--- src/rtl/psd_pkg.sv ---
`timescale 1ns/1ps
package psd_pkg;
  localparam int unsigned PSD_M_W = 11;
  localparam int unsigned PSD_A_W = 4;

  typedef enum logic {
    MOD_DIV16 = 1'b0,
    MOD_DIV17 = 1'b1
  } psd_mod_e;
endpackage

--- src/rtl/psd_main_cnt.sv ---
`timescale 1ns/1ps
module psd_main_cnt
  import psd_pkg::*;
#(
  parameter int unsigned M_W = PSD_M_W
) (
  input  logic           clk_i,
  input  logic           rst_ni,
  input  logic [M_W-1:0] m_load_i,
  output logic           last_o,
  output logic [M_W-1:0] m_cnt_o
);
  logic [M_W-1:0] m_q;

  // remaining periods <= 1: this edge closes the cycle (0 only after reset or M=0)
  assign last_o  = ~|m_q[M_W-1:1];
  assign m_cnt_o = m_q;

  always_ff @(posedge clk_i or negedge rst_ni) begin
    if (!rst_ni) begin
      m_q <= '0;
    end else if (last_o) begin
      m_q <= m_load_i;
    end else begin
      m_q <= m_q - 1'b1;
    end
  end
endmodule

--- src/rtl/psd_swallow_cnt.sv ---
`timescale 1ns/1ps
module psd_swallow_cnt
  import psd_pkg::*;
#(
  parameter int unsigned A_W = PSD_A_W
) (
  input  logic           clk_i,
  input  logic           rst_ni,
  input  logic           reload_i,
  input  logic [A_W-1:0] a_load_i,
  output logic           mod17_o,
  output logic [A_W-1:0] a_cnt_o
);
  logic [A_W-1:0] a_q;
  psd_mod_e       mod_sel;

  always_comb mod_sel = (|a_q) ? MOD_DIV17 : MOD_DIV16;

  assign mod17_o = (mod_sel == MOD_DIV17);
  assign a_cnt_o = a_q;

  always_ff @(posedge clk_i or negedge rst_ni) begin
    if (!rst_ni) begin
      a_q <= '0;
    end else if (reload_i) begin
      a_q <= a_load_i;
    end else if (mod_sel == MOD_DIV17) begin
      a_q <= a_q - 1'b1;
    end
  end
endmodule

--- src/rtl/psd_test_out.sv ---
`timescale 1ns/1ps
module psd_test_out (
  input  logic clk_i,
  input  logic rst_ni,
  input  logic toggle_i,
  input  logic test_en_i,
  output logic test_o
);
  logic half_q;

  always_ff @(posedge clk_i or negedge rst_ni) begin
    if (!rst_ni) begin
      half_q <= 1'b0;
    end else if (toggle_i) begin
      half_q <= ~half_q;
    end
  end

  assign test_o = test_en_i & half_q;
endmodule

--- src/rtl/pulse_swallow_div.sv ---
`timescale 1ns/1ps
module pulse_swallow_div
  import psd_pkg::*;
#(
  parameter  int unsigned M_W = PSD_M_W,
  parameter  int unsigned A_W = PSD_A_W,
  localparam int unsigned N_W = M_W + A_W
) (
  input  logic           clk_i,
  input  logic           rst_ni,
  input  logic [N_W-1:0] ratio_i,
  input  logic           test_en_i,
  output logic           mod17_o,
  output logic           div_pulse_o,
  output logic           ratio_bad_o,
  output logic           test_o
);
  logic [M_W-1:0] m_new;
  logic [A_W-1:0] a_new;
  logic [M_W-1:0] a_ext;
  logic [M_W-1:0] m_cnt;
  logic [A_W-1:0] a_cnt;
  logic           last;
  logic           bad_q;
  logic           pulse_q;

  assign m_new = ratio_i[N_W-1:A_W];
  assign a_new = ratio_i[A_W-1:0];
  assign a_ext = {{(M_W-A_W){1'b0}}, a_new};

  psd_main_cnt #(.M_W(M_W)) u_main (
    .clk_i    (clk_i),
    .rst_ni   (rst_ni),
    .m_load_i (m_new),
    .last_o   (last),
    .m_cnt_o  (m_cnt)
  );

  psd_swallow_cnt #(.A_W(A_W)) u_swallow (
    .clk_i    (clk_i),
    .rst_ni   (rst_ni),
    .reload_i (last),
    .a_load_i (a_new),
    .mod17_o  (mod17_o),
    .a_cnt_o  (a_cnt)
  );

  psd_test_out u_test (
    .clk_i     (clk_i),
    .rst_ni    (rst_ni),
    .toggle_i  (last),
    .test_en_i (test_en_i),
    .test_o    (test_o)
  );

  // legality and pulse are taken with the ratio at the reload edge
  always_ff @(posedge clk_i or negedge rst_ni) begin
    if (!rst_ni) begin
      bad_q   <= 1'b0;
      pulse_q <= 1'b0;
    end else begin
      pulse_q <= last;
      if (last) begin
        bad_q <= (m_new == '0) || (m_new < a_ext);
      end
    end
  end

  assign div_pulse_o = pulse_q;
  assign ratio_bad_o = bad_q;
endmodule

--- config.mk ---
export PLATFORM = sky130hd
export DESIGN_NAME = pulse_swallow_div
export DESIGN_NICKNAME = d
export VERILOG_FILES = /design/src/rtl/psd_pkg.sv /design/src/rtl/psd_main_cnt.sv /design/src/rtl/psd_swallow_cnt.sv /design/src/rtl/psd_test_out.sv /design/src/rtl/pulse_swallow_div.sv
export SDC_FILE = /design/constraint.sdc
export NUM_CORES = 1
export LEC_CHECK = 0
export CAP_MARGIN = 5
export CORE_MARGIN = 2
export CORE_UTILIZATION = 35
export CTS_CLUSTER_DIAMETER = 50
export CTS_CLUSTER_SIZE = 24
export DETAILED_ROUTE_END_ITERATION = 12
export GPL_TIMING_DRIVEN = 1
export SYNTH_ARGS = -nofsm -noshare
export SYNTH_HDL_FRONTEND = slang
export SYNTH_SLANG_ARGS = --single-unit
--- constraint.sdc ---
create_clock -name clk_i -period 2.6 [get_ports clk_i]
set_input_delay 0.39 -clock clk_i [delete_from_list [all_inputs] [get_ports clk_i]]
set_output_delay 0.39 -clock clk_i [all_outputs]
set_load 0.03 [all_outputs]
# Word level (Yosys, flattened, before mapping)
# Cells that the tools add are included.
dict set report totals {
  reg_bits 18
  in_bits 18
  output_inout_bits 4
  word_cells 20
}
dict set report op_classes {
  addsub 2
  magnitude_cmp 1
  eq_ne 1
  mux 4
  bitwise 2
  reduce_logical 5
}
# op count
set op_table {}
lappend op_table {{zero test 11 bit} 1}
lappend op_table {{less-than comparator 11 x 4 -> 1 bit} 1}
lappend op_table {{2-to-1 mux 11 bit} 1}
lappend op_table {{subtractor 11 x 1 -> 11 bit, second input constant} 1}
lappend op_table {{OR reduction 10 bit} 1}
lappend op_table {{2-to-1 mux 4 bit} 2}
lappend op_table {{OR reduction 4 bit} 1}
lappend op_table {{subtractor 4 x 1 -> 4 bit, second input constant} 1}
lappend op_table {{inequality test 2 bit, second input constant} 1}
lappend op_table {{bitwise AND 1 bit} 1}
lappend op_table {{zero test 1 bit} 1}
lappend op_table {{logical OR 1 bit} 1}
lappend op_table {{2-to-1 mux 1 bit} 1}
lappend op_table {{inverter 1 bit} 1}

# Depth between registers and ports, before layout
# Gate-level depths: netlist of the first run.
dict set report logic_depth {
  ltp_word 4
  depth_mapped 7
  depth_no_buf 6
}

# Hierarchy
# From an unflattened synthesis of the first run, not the netlist that was laid out.
dict set report unflattened {
  hier_cells 119
  area_unflattened_um2 1163.6
}
# mod instances cells_each area_each_um2 seq_area_each_um2
set by_module_without_submodules {}
lappend by_module_without_submodules {psd_main_cnt 1 70 689.4 275.3}
lappend by_module_without_submodules {psd_swallow_cnt 1 26 251.5 100.1}
lappend by_module_without_submodules {pulse_swallow_div 1 20 181.4 50.0}
lappend by_module_without_submodules {psd_test_out 1 3 41.3 25.0}

# Worst setup path after synthesis of the first run
# No wires, ideal clock.
dict set report synth_timing {
  path_type {reg2reg}
  startpoint {register u_main.m_q[7] (netlist: u_main.m_cnt_o[7])}
  endpoint {register u_swallow.a_q[2] (netlist: u_swallow.a_cnt_o[2])}
  setup_time_ns 0.122
  arrival_time_ns 1.729
  required_ns 2.478
  slack_ns 0.748
  stages_incl_launch_ff 7
  n_path_buf 2
  period_less_slack_ns 1.852
  cell_sequence {dfrtp_1 or4_4 or4_4 buf_6 buf_8 nand3_1 o21ai_1}
}
dict set report synth_via {
  elab_chain_cells 2
  elab_cells_between_ends 3
  classes_between {1 x eq/ne; 1 x mux; 1 x reduce/logical}
}
# item line_no
set synth_lines {}
lappend synth_lines {{start, declared} psd_main_cnt.sv:13} ;# logic [M_W-1:0] m_q;
lappend synth_lines {{start signal, assigned} psd_main_cnt.sv:23} ;# m_q <= m_load_i;
lappend synth_lines {{start signal, assigned} psd_main_cnt.sv:25} ;# m_q <= m_q - 1'b1;
lappend synth_lines {{OR reduction 10 bit (*)} psd_main_cnt.sv:16} ;# assign last_o = ~|m_q[M_W-1:1];
lappend synth_lines {{inequality test 2 bit (no line) or 2-to-1 mux 4 bit (tied branches)} --}
lappend synth_lines {{end signal, assigned} psd_swallow_cnt.sv:26} ;# a_q <= a_load_i;
lappend synth_lines {{end signal, assigned} psd_swallow_cnt.sv:28} ;# a_q <= a_q - 1'b1;
lappend synth_lines {{end, declared} psd_swallow_cnt.sv:14} ;# logic [A_W-1:0] a_q;
# Mark *: on every way between the ends. The rest lies on a longest branch, timed or not.
# A chain may end at the register's enable or synchronous reset.

# Worst setup path in the final report of the first run
dict set report layout_timing {
  startpoint {register u_swallow.a_q[0] (netlist: u_swallow.a_cnt_o[0])}
  endpoint {output port mod17_o}
}
dict set report layout_via {
  elab_chain_cells 2
}
# item line_no
set layout_lines {}
lappend layout_lines {{OR reduction 4 bit} psd_swallow_cnt.sv:17} ;# always_comb mod_sel = (|a_q) ? MOD_DIV17 : MOD_DIV16;
lappend layout_lines {{2-to-1 mux 1 bit} psd_swallow_cnt.sv:17}
lappend layout_lines {{end, declared} pulse_swallow_div.sv:13} ;# output logic mod17_o,
# No other way between the ends.

==> impl.org, run 1 <==
** Global routing
- Entering global routing, the biggest net connects 19 pins.
- The total overflow left after global routing is 0.
- The first global-routing pass estimated 3484 um of wire.
- Number of global-route vias before repair :: 776
- Initial antenna violation count :: 0
- Overall fraction of global-route tracks in use :: 0.1313

** Synth
- In this run, synthesis produced a sequential element count of 18.
- Of the synthesized area, sequential elements account for 0.4152.
- Yosys warning count :: 0
- In this run the cell area of the synthesized design comes to 1085 sq um.
- The number of nets in the synthesized netlist is 134.
- Average instance area after synthesis :: 9.862 sq um
- Synthesized instance count :: 110
- Count of different cell masters after synthesis :: 32

** Routing
- WL final :: 2030 um
- Vias/cell :: 5.122
- Wire length per cell :: 12.38 um
- DR vias :: 840
- Top layer used by detailed routing :: met4
- For this run, design rule violations remaining after detail routing come to 0.
- The first detailed-routing pass took 4 iterations.
- Once detail routing completed, the nets flagged for antenna violations numbered 0.
- After detailed routing, the met2 layer carries 944 um of wire.
- After detailed routing, the met3 layer carries 46 um of wire.
- For this block, the initial DRC count from the detailed router was 12.
- M1 WL :: 1022 um

** Setup path
- Number of gates on the worst path with buffers counted :: 5
- Dominant delay contributor by cell family on the critical path :: buffers and inverters
- The worst setup path is captured at an output pin.
- STA classifies the critical path startpoint as a flip-flop.
- Worst flop-to-flop path startpoint :: u_main.m_cnt_o[7]
- Walking the worst path, the cells encountered are inv_1 > ha_1 > nor3b_2 > inv_1 > clkdlybuf4s50_1.
- Req. time, crit path :: 2.21 ns
- The worst register-to-register path has a depth of 5.
- Reg2Reg Setup Slack :: 0.62 ns
- The endpoint identified for the worst register-to-register timing path is ratio_bad_o.
- Worst path slowest cell :: sky130_fd_sc_hd__clkdlybuf4s50_1
- Largest stage delay on the critical path :: 0.60 ns
- The critical path in this run is classified as flip-flop to output pin.
- Along the worst path, the maximum fanout reaches 4.
- Together, buffers and inverters on the worst path number 3.
- Most frequent cell on the critical path :: sky130_fd_sc_hd__inv_1
- Data arrives at the worst endpoint at 1.93 ns.

** STA
- In the final timing run, aggregate negative setup slack is 0 ns.
- Tcrit/Tclk final :: 0.8941
- Between clock sinks in the finished design, the worst skew comes to 0.007192 ns.
- Total count of hold-check failures in the final report :: 0
- Measured slew at the worst slew-check pin :: 0.8472 ns
- Setup repair after global routing left no endpoint under its margin.
- Max Slew Vio Count :: 0
- Max_slew headroom :: 0.4334
- Highest achievable clock rate :: 430.2 MHz
- Setup ws final :: 0.2755 ns
- Total of endpoints with negative setup slack in the final report :: 0
- Tmin final :: 2.325 ns

** Final layout
- Share of final-layout standard cells stronger than drive strength 1 :: 0.1221
- Area added between synthesis and finish :: 21.45%
- The net count of the finished layout is 157.
- Most frequent standard cell in the layout excluding fill and tap cells :: sky130_fd_sc_hd__clkdlybuf4s50_1
- Commonest cells after routing, fill and taps aside :: sky130_fd_sc_hd__clkdlybuf4s50_1, sky130_fd_sc_hd__dfrtp_1, sky130_fd_sc_hd__nor2_1
- Share of the core filled with cells :: 0.4388
- Fill cell total of the finished layout :: 290
- Final design area excluding fillers :: 1318 sq um
- 0 antenna diodes ended up in the layout.
- Register cell area after layout :: 450.4 sq um
- Area occupied by multi-input gates :: 543.0 sq um

** Place
- Summing all placed instances gives a cell area of 1290 sq um.
- Half-perimeter wire length after detailed placement :: 1585 um
- Timing analysis after detailed placement gives a worst setup slack of 0.4152 ns.
- Final Wtd Congestion :: 0.7167
- Total of buffers placed on input and output ports :: 21

** Pwr
- Peak VDD IR :: 0.0003046 V
- Power spread over the standard cell area amounts to 726.4 nW/um^2.
- Leak :: 0.0005318 uW
- Power after layout :: 957.1 uW

** Clock network
- TritonCTS sink count :: 18
- The clock reaches the later pin of the worst-skew pair after 0.29 ns.
- Cts bufs inserted :: 3
- Clock buffer depth :: 2
- Clock root cell :: sky130_fd_sc_hd__clkbuf_4
- Hold repair after CTS inserted 0 buffers.
- Clock tree from TritonCTS :: done
- After clock tree synthesis, the clock-pin slew on the worst setup and hold paths is 0.10 ns.
- In this run the number of H-tree levels came out at 1.

** Floorplan
- Area of the core region :: 3003 sq um
- Vertical die dimension :: 59.67 um
- In this run the count of I/O pins placed on the die edge is 22.
- After floorplanning, the core was divided into 20 placement rows.
- The die covers 3561 sq um.
- In this run the horizontal extent of the chip is 59.67 um.
- For this configuration, the core starts out at a cell density of 0.3612.

** Min path
- Capture endpoint of the worst hold path :: u_test.half_q
- The tightest min-delay check is of the flip-flop to flip-flop type.
- Hold-critical path depth :: 1
- The worst hold path begins at u_test.half_q.

** Job
- Maximum capacitance violations :: 0

** Run status
- The run finished with clean final reports.
==> what timing repair did <==
action / CTS / global route
buffers inserted: 0 / 0
resized for setup: 0 / 1
endpoints found under the setup margin: 0 / 1
==> per-layer routing <==
metal / up-vias / track usage
met5: - / 0
met4: 0 / 0.03810
met1: 386 / 0.1865
li1: 438 / -
met2: 14 / 0.2019
met3: 2 / 0.02597
==> stage by stage <==
| step | hold slack, ns | std cells |
|---|---|---|
| after CTS | 0.5059 | 164 |
| after floorplan | 0.09441 | 110 |
| final | 0.5000 | 164 |
| after global placement | 0.4825 | 161 |
| after global routing | 0.5160 | 164 |
| after detailed placement | 0.4820 | 161 |
==> how the worst max path moves through the flow <==
stage | from | slack [ns] | end
after floorplan | u_main.m_cnt_o[7] | 0.75 | u_swallow.a_cnt_o[2]
after global placement | u_swallow.a_cnt_o[0] | 0.50 | mod17_o
after detailed placement | u_swallow.a_cnt_o[0] | 0.42 | mod17_o
after CTS | u_swallow.a_cnt_o[0] | 0.08 | mod17_o
after global routing | u_swallow.a_cnt_o[0] | 0.17 | mod17_o
final | u_swallow.a_cnt_o[0] | 0.28 | mod17_o
==> synthesized netlist by cell type <==
cell                        n  area share
sky130_fd_sc_hd__inv_1      9       0.031
sky130_fd_sc_hd__or2_2      1      0.0058
sky130_fd_sc_hd__nand3_1    3       0.014
sky130_fd_sc_hd__nand2b_1   1      0.0058
sky130_fd_sc_hd__or4_1      1      0.0069
sky130_fd_sc_hd__a21oi_1    8       0.037
sky130_fd_sc_hd__buf_8      1       0.014
sky130_fd_sc_hd__nor3_1     4       0.018
sky130_fd_sc_hd__nor3b_1    2       0.014
sky130_fd_sc_hd__o21ai_0    1      0.0046
sky130_fd_sc_hd__xnor2_1    5       0.040
sky130_fd_sc_hd__o21ai_2    6       0.048
sky130_fd_sc_hd__o31ai_1    2       0.014
sky130_fd_sc_hd__a211oi_1   2       0.014
sky130_fd_sc_hd__and2_1     1      0.0058
sky130_fd_sc_hd__nand2_1    8       0.028
sky130_fd_sc_hd__xor2_1     3       0.024
sky130_fd_sc_hd__dfrtp_1   18        0.42
sky130_fd_sc_hd__clkinv_8   1       0.015
sky130_fd_sc_hd__nor4b_1    1      0.0081
sky130_fd_sc_hd__o21ai_1    2      0.0092
sky130_fd_sc_hd__mux2_2     1       0.010
sky130_fd_sc_hd__buf_6      1       0.010
sky130_fd_sc_hd__buf_12     1       0.018
sky130_fd_sc_hd__nor2_1    10       0.035
sky130_fd_sc_hd__xnor2_2    1       0.015
sky130_fd_sc_hd__ha_1       6       0.069
sky130_fd_sc_hd__or4_4      2       0.021
sky130_fd_sc_hd__a31oi_1    3       0.017
sky130_fd_sc_hd__nor4_1     2       0.012
sky130_fd_sc_hd__o221ai_1   1      0.0081
sky130_fd_sc_hd__or3_1      2       0.012
==> flip-flops by register name (all words and copies together), names as in the netlist <==
signal             count
div_pulse_o            1
ratio_bad_o            1
u_main.m_cnt_o        11
u_swallow.a_cnt_o      4
u_test.half_q          1
==> power breakdown <==
part | leakage [uW] | internal (uW) | switching [uW] | total [uW]
Clock | 0.0000138 | 53.8 | 82.9 | 137
Combinational | 0.000313 | 193 | 185 | 378
Sequential | 0.000205 | 366 | 76.4 | 442
Total | 0.000532 | 612 | 345 | 957
==> layout make-up <==
cell class,count,area share
Timing Repair Buffer,21,0.1595
Sequential cell,18,0.3419
Inverter,10,0.03799
Clock buffer,3,0.01709
Tap cell,33,0.03134
Multi-Input combinational cell,79,0.4122
==> worst reg2reg max path: stages (launching register included) <==
cell and delay, ns:
sky130_fd_sc_hd__dfrtp_1 0.42, sky130_fd_sc_hd__or4_4 0.55, sky130_fd_sc_hd__or4_4 0.57, sky130_fd_sc_hd__clkinv_8 0.15, sky130_fd_sc_hd__nand3_1 0.08, sky130_fd_sc_hd__o21ai_1 0.13
==> logic make-up after synthesis <==
logic type	Yosys count	share of synthesized area
xor gates and xnor gates	9	0.07959
DFF	18	0.4152
buffers and inverters	13	0.08881
adders and majority gates	6	0.06920
muxes	1	0.01038
AOI/OAI and AO/OA	25	0.1522
and+or+nand+nor	38	0.1846
Power figures use the tool's default switching activity.
==> inputs of run 2 (changes only) <==
--- a/config.mk
+++ b/config.mk
@@ -8,5 +8,5 @@
 export CAP_MARGIN = 5
 export CORE_MARGIN = 2
-export CORE_UTILIZATION = 35
+export CORE_UTILIZATION = 40
 export CTS_CLUSTER_DIAMETER = 50
 export CTS_CLUSTER_SIZE = 24
==> constraint.sdc (replaced) <==
create_clock -name clk_i -period 2.6 [get_ports clk_i]
set_input_delay 0.78 -clock clk_i [delete_from_list [all_inputs] [get_ports clk_i]]
set_output_delay 0.78 -clock clk_i [all_outputs]
set_load 0.01 [all_outputs]
==> impl.org, run 2 (same netlist as run 1, synthesis figures left out) <==
** Clock network
- The setup fix buffers added after clock tree synthesis came to 0 (unchanged).
- The clock slew at the register clock pins of the worst setup and hold paths came to 0.09 ns (about the same).
- The quantity of hold-fixing buffers added after cts came to 0 (unchanged).
- H-tree levels :: 1 (unchanged)
- Clock insertion delay at the later pin of the skew report :: 0.28 ns (about the same)
- Cts bufs inserted :: 3 (unchanged)
- Clock buffer depth :: 2 (unchanged)
- Clock root cell :: sky130_fd_sc_hd__clkbuf_4
- TritonCTS built the clock tree.
- TritonCTS sink count :: 18 (unchanged)

** Final layout
- # diodes :: 0 (unchanged)
- Most frequent standard cell in the layout excluding fill and tap cells :: sky130_fd_sc_hd__clkdlybuf4s50_1
- Area added between synthesis and finish :: 22.38%
- The flip-flop count of the largest register, all copies and words added came to 11 (unchanged).
- The share of final-layout standard cells stronger than drive strength 1 is 0.1429 (+0.02072).
- The core utilization of the finished layout is 0.5263 (+0.08754).
- Leaving out fill and tap cells, the most frequent cells in the layout are sky130_fd_sc_hd__clkdlybuf4s50_1, sky130_fd_sc_hd__dfrtp_1, sky130_fd_sc_hd__nor2_1.
- Layout Nets :: 159 (+1.3%)

** STA
- Total count of hold-check failures in the final report :: 0 (unchanged)
- Max_slew headroom :: 0.6301 (+0.1966)
- The maximum achievable frequency was 405.2 MHz (-5.8%).
- Setup repair after global routing left no endpoint under its margin.
- The final number of max-transition violations is 0 (unchanged).
- The final critical-path required period came to 2.468 ns (+0.1432 ns).
- Measured slew at the worst slew-check pin :: 0.5537 ns (-0.2935 ns)
- The largest clock skew in the final design came to 0.004351 ns (-0.002841 ns).
- The final number of setup-violating endpoints is 0 (unchanged).
- The portion of the clock cycle consumed by the worst path in the final layout is 0.9491 (+0.05508).

** Setup path
- The worst setup slack for register-to-register paths is 0.63 ns (about the same).
- The number of cell instances on the worst register-to-register path came to 5 (unchanged).
- The setup path with the least slack is of type flip-flop to output pin.
- The worst setup path is launched from a flip-flop.
- The endpoint identified for the worst register-to-register timing path is ratio_bad_o.
- Critical path launch point :: u_swallow.a_cnt_o[0]
- The number of buffer and inverter stages on the critical path is 3 (unchanged).
- Maximum fanout count along the critical path :: 3 (-1)
- The logic depth of the worst setup path including buffers is 5 (unchanged).
- The worst setup path is captured at an output pin.
- The signal on the critical path passes through inv_2 > ha_1 > nor3b_2 > inv_1 > clkdlybuf4s50_1.
- Req. time, crit path :: 1.82 ns (-0.39 ns)
- The largest incremental delay on the critical path was 0.53 ns (-0.07 ns).
- The most critical setup path has its endpoint at mod17_o.
- The cell family contributing the most delay on the critical path is buffers and inverters.
- The startpoint identified for the worst register-to-register timing path is u_main.m_cnt_o[7].
- The slowest stage of the critical path belongs to the cell sky130_fd_sc_hd__clkdlybuf4s50_1.
- Arrival time of data at the critical path endpoint :: 1.69 ns (-0.24 ns)

** Floorplan
- Effective utilization at floorplan :: 0.4301 (+0.06881)
- Vertical die dimension :: 56.08 um (-6.0%)
- The count of boundary I/O pins came to 22 (unchanged).
- The count of standard-cell rows was 18 (-10%).
- The placeable core region was 2522 sq um (-16%).
- The width of the die was 56.08 um (-6.0%).
- The full die area was 3144 sq um (-12%).

** Min path
- Path category of the worst min-delay check :: flip-flop to flip-flop

** Routing
- Vias/cell :: 5.356 (+4.6%)
- The first-iteration detailed-routing DRC count came to 8 (-4).
- The number of remaining DRC errors is 0 (unchanged).
- ANT nets after route :: 0 (unchanged)
- WL final :: 2097 um (+3.3%)
- The number of detailed-routing iterations run before antenna repair came to 4 (unchanged).
- The via count of the routed design came to 873 (+3.9%).
- Wire length per cell :: 12.87 um (+3.9%)

** Job
- Maximum capacitance violations :: 0 (unchanged)

** Place
- The number of I/O port buffers is 21 (unchanged).
- Final Wtd Congestion :: 0.7815 (+9.0%)
- The HPWL after detailed placement is 1659 um (+4.6%).

** Run status
- Result of the run :: finished, final reports clean

** Pwr
- The leakage power is 0.0005457 uW (+2.6%).
- The worst supply voltage drop on vdd came to 0.0003981 V (+31%).
- The power after layout came to 958.9 uW (+0.19%).
- Power density cells :: 722.3 nW/um^2 (-0.57%)

** Global routing
- The number of global-route vias before repair came to 883 (+14%).
- Global-route wire length before repair :: 3898 um (+12%)
- The final global-route overflow total was 0 (unchanged).
- The number of antenna violations at the first check in global routing was 0 (unchanged).
- Overall fraction of global-route tracks in use :: 0.1552 (+0.02389)
- The pin count of the biggest net entering global routing is 19 (unchanged).
==> run 2: worst min-delay path by stage <==
stage,start,end,cells after the start
2_1_floorplan,u_main.m_cnt_o[0],u_main.m_cnt_o[0],1
3_3_place_gp,ratio_bad_o,ratio_bad_o,2
3_5_place_dp,u_main.m_cnt_o[0],u_main.m_cnt_o[0],1
4_1_cts,u_main.m_cnt_o[0],u_main.m_cnt_o[0],1
5_1_grt,u_main.m_cnt_o[0],u_main.m_cnt_o[0],1
6_report,ratio_bad_o,ratio_bad_o,2
==> run 2: cell type report <==
type | instances | area, sq um
Fill cell | 249 | 1195
Multi-Input combinational cell | 79 | 543.0
Sequential cell | 18 | 450.4
Timing Repair Buffer | 23 | 224.0
Inverter | 10 | 50.05
Tap cell | 30 | 37.54
Clock buffer | 3 | 22.52
==> run 2: per-stage QoR <==
stage	setup TNS (ns)	instance area, sq um	hold WS, ns	std cells	setup slack, ns
after floorplan	0	1085	0.4546	110	0.6920
after global placement	-0.04273	1301	0.4802	160	-0.04273
after detailed placement	-0.06627	1301	0.4944	160	-0.06627
after CTS	0	1323	0.5092	163	0.02245
after global routing	0	1328	0.5361	163	0.03171
final	0	1328	0.5069	163	0.1322
==> run 2: tightest hold or removal path, stage by stage (launching register included) <==
cell	delay [ns]
sky130_fd_sc_hd__dfrtp_1	0.36
sky130_fd_sc_hd__nand2_1	0.05
sky130_fd_sc_hd__o21ai_1	0.06
==> run 2: power breakdown <==
part           total [uW]  switching [uW]  internal [uW]
Clock                 135            81.3           53.8
Sequential            448            81.5            366
Combinational         376             176            201
==> run 2: metal layers <==
| layer | vias up | part of all wire | wire length (um) | GRT usage |
|---|---|---|---|---|
| met5 | - | 0 | 0 | 0 |
| met4 | 0 | 0.0062 | 13 | 0.05102 |
| met3 | 2 | 0.045 | 94 | 0.03721 |
| met2 | 15 | 0.46 | 958 | 0.2370 |
| met1 | 424 | 0.49 | 1030 | 0.2154 |
| li1 | 432 | - | - | - |
==> run 2: what timing repair did <==
item | 4_1_cts | 5_1_grt
setup endpoints to repair | 1 | 1
hold endpoints to repair | 0 | 0
gates resized for setup | 1 | 2
==> inputs of run 3 (changes only) <==
- PLACE_DENSITY: unset -> 0.66
- SYNTH_HIERARCHICAL: unset -> 1
==> impl.org, run 3 <==
** STA
- Measured slew at the worst slew-check pin :: 0.3967 ns (-0.1570 ns)
- Tmin final :: 2.477 ns (+0.008975 ns)
- The maximum achievable frequency is 403.8 MHz (-0.36%).
- The final number of max-transition violations came to 0 (unchanged).
- Setup repair after global routing left no endpoint under its margin.
- Clock tree skew after final layout :: 0.005477 ns (+0.001127 ns)
- The worst max-slew margin expressed relative to the limit was 0.7333 (+0.1033).
- The portion of the clock cycle consumed by the worst path in the final layout came to 0.9526 (+0.003452).
- Total of endpoints with negative setup slack in the final report :: 0 (unchanged)
- The final-report hold violation count was 0 (unchanged).
- Setup ws final :: 0.1233 ns (-0.008975 ns)

** Setup path
- The number of buffer and inverter stages on the critical path came to 2 (-1).
- Worst flop-to-flop path startpoint :: u_main/m_cnt_o[6]
- The endpoint identified for the worst register-to-register timing path is ratio_bad_o.
- The worst setup slack for register-to-register paths was 0.87 ns (+0.24 ns).
- Length in cells of the worst reg-to-reg path :: 6 (+1)
- The required time of the critical path came to 1.82 ns (about the same).
- The signal on the critical path passes through inv_1 > ha_1 > or3b_1 > dlygate4sd2_1.
- Maximum fanout count along the critical path :: 3 (unchanged)
- The worst setup path is of the flip-flop to output pin kind.
- The largest incremental delay on the critical path came to 0.42 ns (-0.11 ns).
- Dominant delay contributor by cell family on the critical path :: simple AND/OR/NAND/NOR gates
- Nature of the critical path startpoint :: flip-flop
- The worst setup path is captured at an output pin.
- The arrival time reported for the critical path endpoint came to 1.70 ns (about the same).
- The slowest stage of the critical path is the sky130_fd_sc_hd__or3b_1 cell.

** Routing
- The length of routed wiring on met1 came to 1118 um (+8.5%).
- The via count of the routed design was 926 (+6.1%).
- Top layer used by detailed routing :: met4
- WL final :: 2376 um (+13%)
- The number of remaining DRC errors was 0 (unchanged).
- The antenna violation net count after detailed routing was 0 (unchanged).
- Vias/cell :: 5.353 (about the same)
- The routed length on met2 came to 1125 um (+17%).
- The average detailed-routed wire length per instance is 13.73 um (+6.8%).
- Wire length on met3 :: 114 um (+21%)
- The first-iteration detailed-routing DRC count was 38 (+30).
- The number of detailed-routing iterations run before antenna repair came to 4 (unchanged).

** Pwr
- Relative contribution of combinational cells to total power :: 0.443 (+0.051)
- Clock share of power :: 0.125 (-0.016)
- Leak :: 0.0006024 uW (+10%)
- The worst supply voltage drop on vdd was 0.0006333 V (+59%).
- Net switching share of the total power :: 0.3977 (+0.04465)
- The switching power summed over all nets came to 544.9 uW (+61%).
- Design internal power :: 825.2 uW (+33%)
- The power density normalized to cell area is 953.8 nW/um^2 (+32%).
- The relative contribution of sequential cells to total power came to 0.431 (-0.036).

** Clock network
- CTS placed an instance of sky130_fd_sc_hd__clkbuf_4 at the clock tree root.
- The quantity of hold-fixing buffers added after cts was 0 (unchanged).
- The total CTS buffers came to 3 (unchanged).
- The insertion delay of the later-clocked pin in the worst-skew pair came to 0.29 ns (about the same).
- The quantity of gates resized following cts was 2 (+1).
- Clock transition time at the flip-flop clock pins of the worst setup and hold paths :: 0.10 ns (about the same)
- TritonCTS sink count :: 18 (unchanged)
- The largest buffer count on any clock path is 2 (unchanged).
- The setup fix buffers added after clock tree synthesis was 0 (unchanged).
- H-tree levels :: 1 (unchanged)
- Clock tree from TritonCTS :: done

** Final layout
- # diodes :: 0 (unchanged)
- Most frequent standard cell in the layout excluding fill and tap cells :: sky130_fd_sc_hd__clkdlybuf4s50_1
- The post-layout instance area was 1436 sq um (+8.2%).
- The flip-flop count of the largest register, all copies and words added came to 11 (unchanged).
- Commonest cells after routing, fill and taps aside :: sky130_fd_sc_hd__clkdlybuf4s50_1, sky130_fd_sc_hd__dfrtp_1, sky130_fd_sc_hd__nor2_1
- Area added between synthesis and finish :: 23.44%
- The share of final-layout standard cells stronger than drive strength 1 is 0.1761 (+0.03320).
- Layout Nets :: 167 (+5.0%)

** Min path
- Hold-critical path depth :: 1 (-1)
- In this run the worst hold path is classified as flip-flop to flip-flop.
- The worst hold path begins at u_test/half_q.
- The path with the worst hold slack has its endpoint at u_test/half_q.

** Global routing
- Global-route wire length before repair :: 4243 um (+8.9%)
- Number of global-route vias before repair :: 965 (+9.3%)
- The number of antenna violations at the first check in global routing came to 0 (unchanged).
- The final global-route overflow total was 0 (unchanged).
- Overall fraction of global-route tracks in use :: 0.1640 (+0.008822)
- Pin count of the biggest net entering global routing :: 19 (unchanged)

** Floorplan
- The height of the chip came to 57.94 um (+3.3%).
- The width of the die came to 57.94 um (+3.3%).
- Effective utilization at floorplan :: 0.4220 (-0.008099)
- Die outline area :: 3356 sq um (+6.7%)
- Number of placed I/O pins :: 22 (unchanged)
- The count of standard-cell rows is 19 (+1).
- The placeable core region is 2758 sq um (+9.3%).

** Synth
- The count of synthesis-stage warnings from yosys is 6 (+6).
- The share of the synthesized netlist area taken by xor and xnor gates was 0.04516 (-0.03442).
- Top-count cell post-synth :: sky130_fd_sc_hd__dfrtp_1
- The number of unique standard cell types used by synthesis was 44 (+38%).
- Post-synthesis mux area share :: 0.03763 (+0.02725)
- Adder and majority gate portion of the synthesized area :: 0.06452 (-0.004688)
- By area the synthesized netlist is led by sky130_fd_sc_hd__dfrtp_1, sky130_fd_sc_hd__ha_1, sky130_fd_sc_hd__a21oi_1.
- EDFF count, synth :: 0 (unchanged)
- The post-synth net total is 143 (+6.7%).
- The average cell area after synthesis came to 9.778 sq um (-0.85%).
- Count of state elements after synthesis :: 18 (unchanged)
- Share of the synthesized area in the top cell type :: 0.3871 (-0.02813)
- The share of flip-flops with an asynchronous set or reset after synthesis is 1.000 (unchanged).
- The synthesized instance count came to 119 (+8.2%).
- The synthesized design spends more area on one cell type than any other, namely sky130_fd_sc_hd__dfrtp_1.
- After synthesis, the largest family of logic cells by area is simple AND/OR/NAND/NOR gates.
- The sequential fraction of the synthesis area was 0.3871 (-0.02813).
- Top_reg_cell synth :: sky130_fd_sc_hd__dfrtp_1
- The complex-gate fraction of the synthesized area came to 0.1376 (-0.01461).
- Top cells by count, synth :: sky130_fd_sc_hd__dfrtp_1, sky130_fd_sc_hd__nor2_1, sky130_fd_sc_hd__a21oi_1
- The area share of and/or/nand/nor cells after synthesis was 0.2774 (+0.09287).
- Post-synthesis instance area :: 1164 sq um (+7.3%)

** Place
- The placement-stage worst setup slack is -0.06548 ns (+0.0007972 ns).
- The number of I/O port buffers came to 21 (unchanged).
- Half-perimeter wire length after detailed placement :: 1862 um (+12%)
- The placed standard-cell area came to 1403 sq um (+7.8%).
- The placer's final routability congestion estimate came to 0.8069 (+3.3%).

** Run status
- The run finished with clean final reports.

** Job
- The number of max-cap violations was 0 (unchanged).
-- run 3: logic make-up after synthesis --
kind of cell | after synthesis
simple gates | 48
xor+xnor | 6
fa+ha+maj | 6
buf+inv | 13
mux | 4
flops | 18
compound gates | 24
-- run 3: power groups by stage --
stage	registers [uW]	logic, uW	clock network (uW)
final	591	607	172
after global routing	616	685	191
after CTS	592	613	182
after detailed placement	597	614	0
after global placement	591	593	0
after floorplan	552	499	0
-- run 3: area by class of cell --
type                    count  area, sq um
flip-flops and latches     18        450.4
repair buffers             23        222.7
well taps                  31        38.79
multi-input cells          88        654.4
clock buffers               4        36.28
fillers                   255         1321
inverters                   9        33.78
-- run 3: metrics by stage --
stage | cells | power (uW) | TNS, ns | hold slack (ns) | utilization
finish | 173 | 1370 | 0 | 0.4623 | 0.5209
global route | 173 | 1492 | 0 | 0.4781 | 0.5209
CTS | 173 | 1386 | 0 | 0.4684 | 0.5209
detailed placement | 169 | 1211 | -0.06548 | 0.4505 | 0.5086
global placement | 169 | 1184 | -0.05361 | 0.4478 | 0.5086
floorplan | 119 | 1052 | 0 | 0.4336 | -
-- run 3: metal layers --
| metal | vias up | track usage |
|---|---|---|
| met3 | 2 | 0.05580 |
| li1 | 465 | - |
| met4 | 0 | 0.03987 |
| met1 | 441 | 0.2125 |
| met5 | - | 0 |
| met2 | 18 | 0.2646 |
-- run 3: how the worst max path moves through the flow --
stage,from,endpoint,slack [ns],cells after the start
6_report,u_swallow/a_cnt_o[0],mod17_o,0.12,4
4_1_cts,u_swallow/a_cnt_o[0],mod17_o,0.1,4
3_5_place_dp,test_en_i,test_o,-0.07,3
5_1_grt,u_swallow/a_cnt_o[0],mod17_o,0.03,4
2_1_floorplan,u_swallow/a_cnt_o[0],mod17_o,0.73,4
3_3_place_gp,test_en_i,test_o,-0.05,3
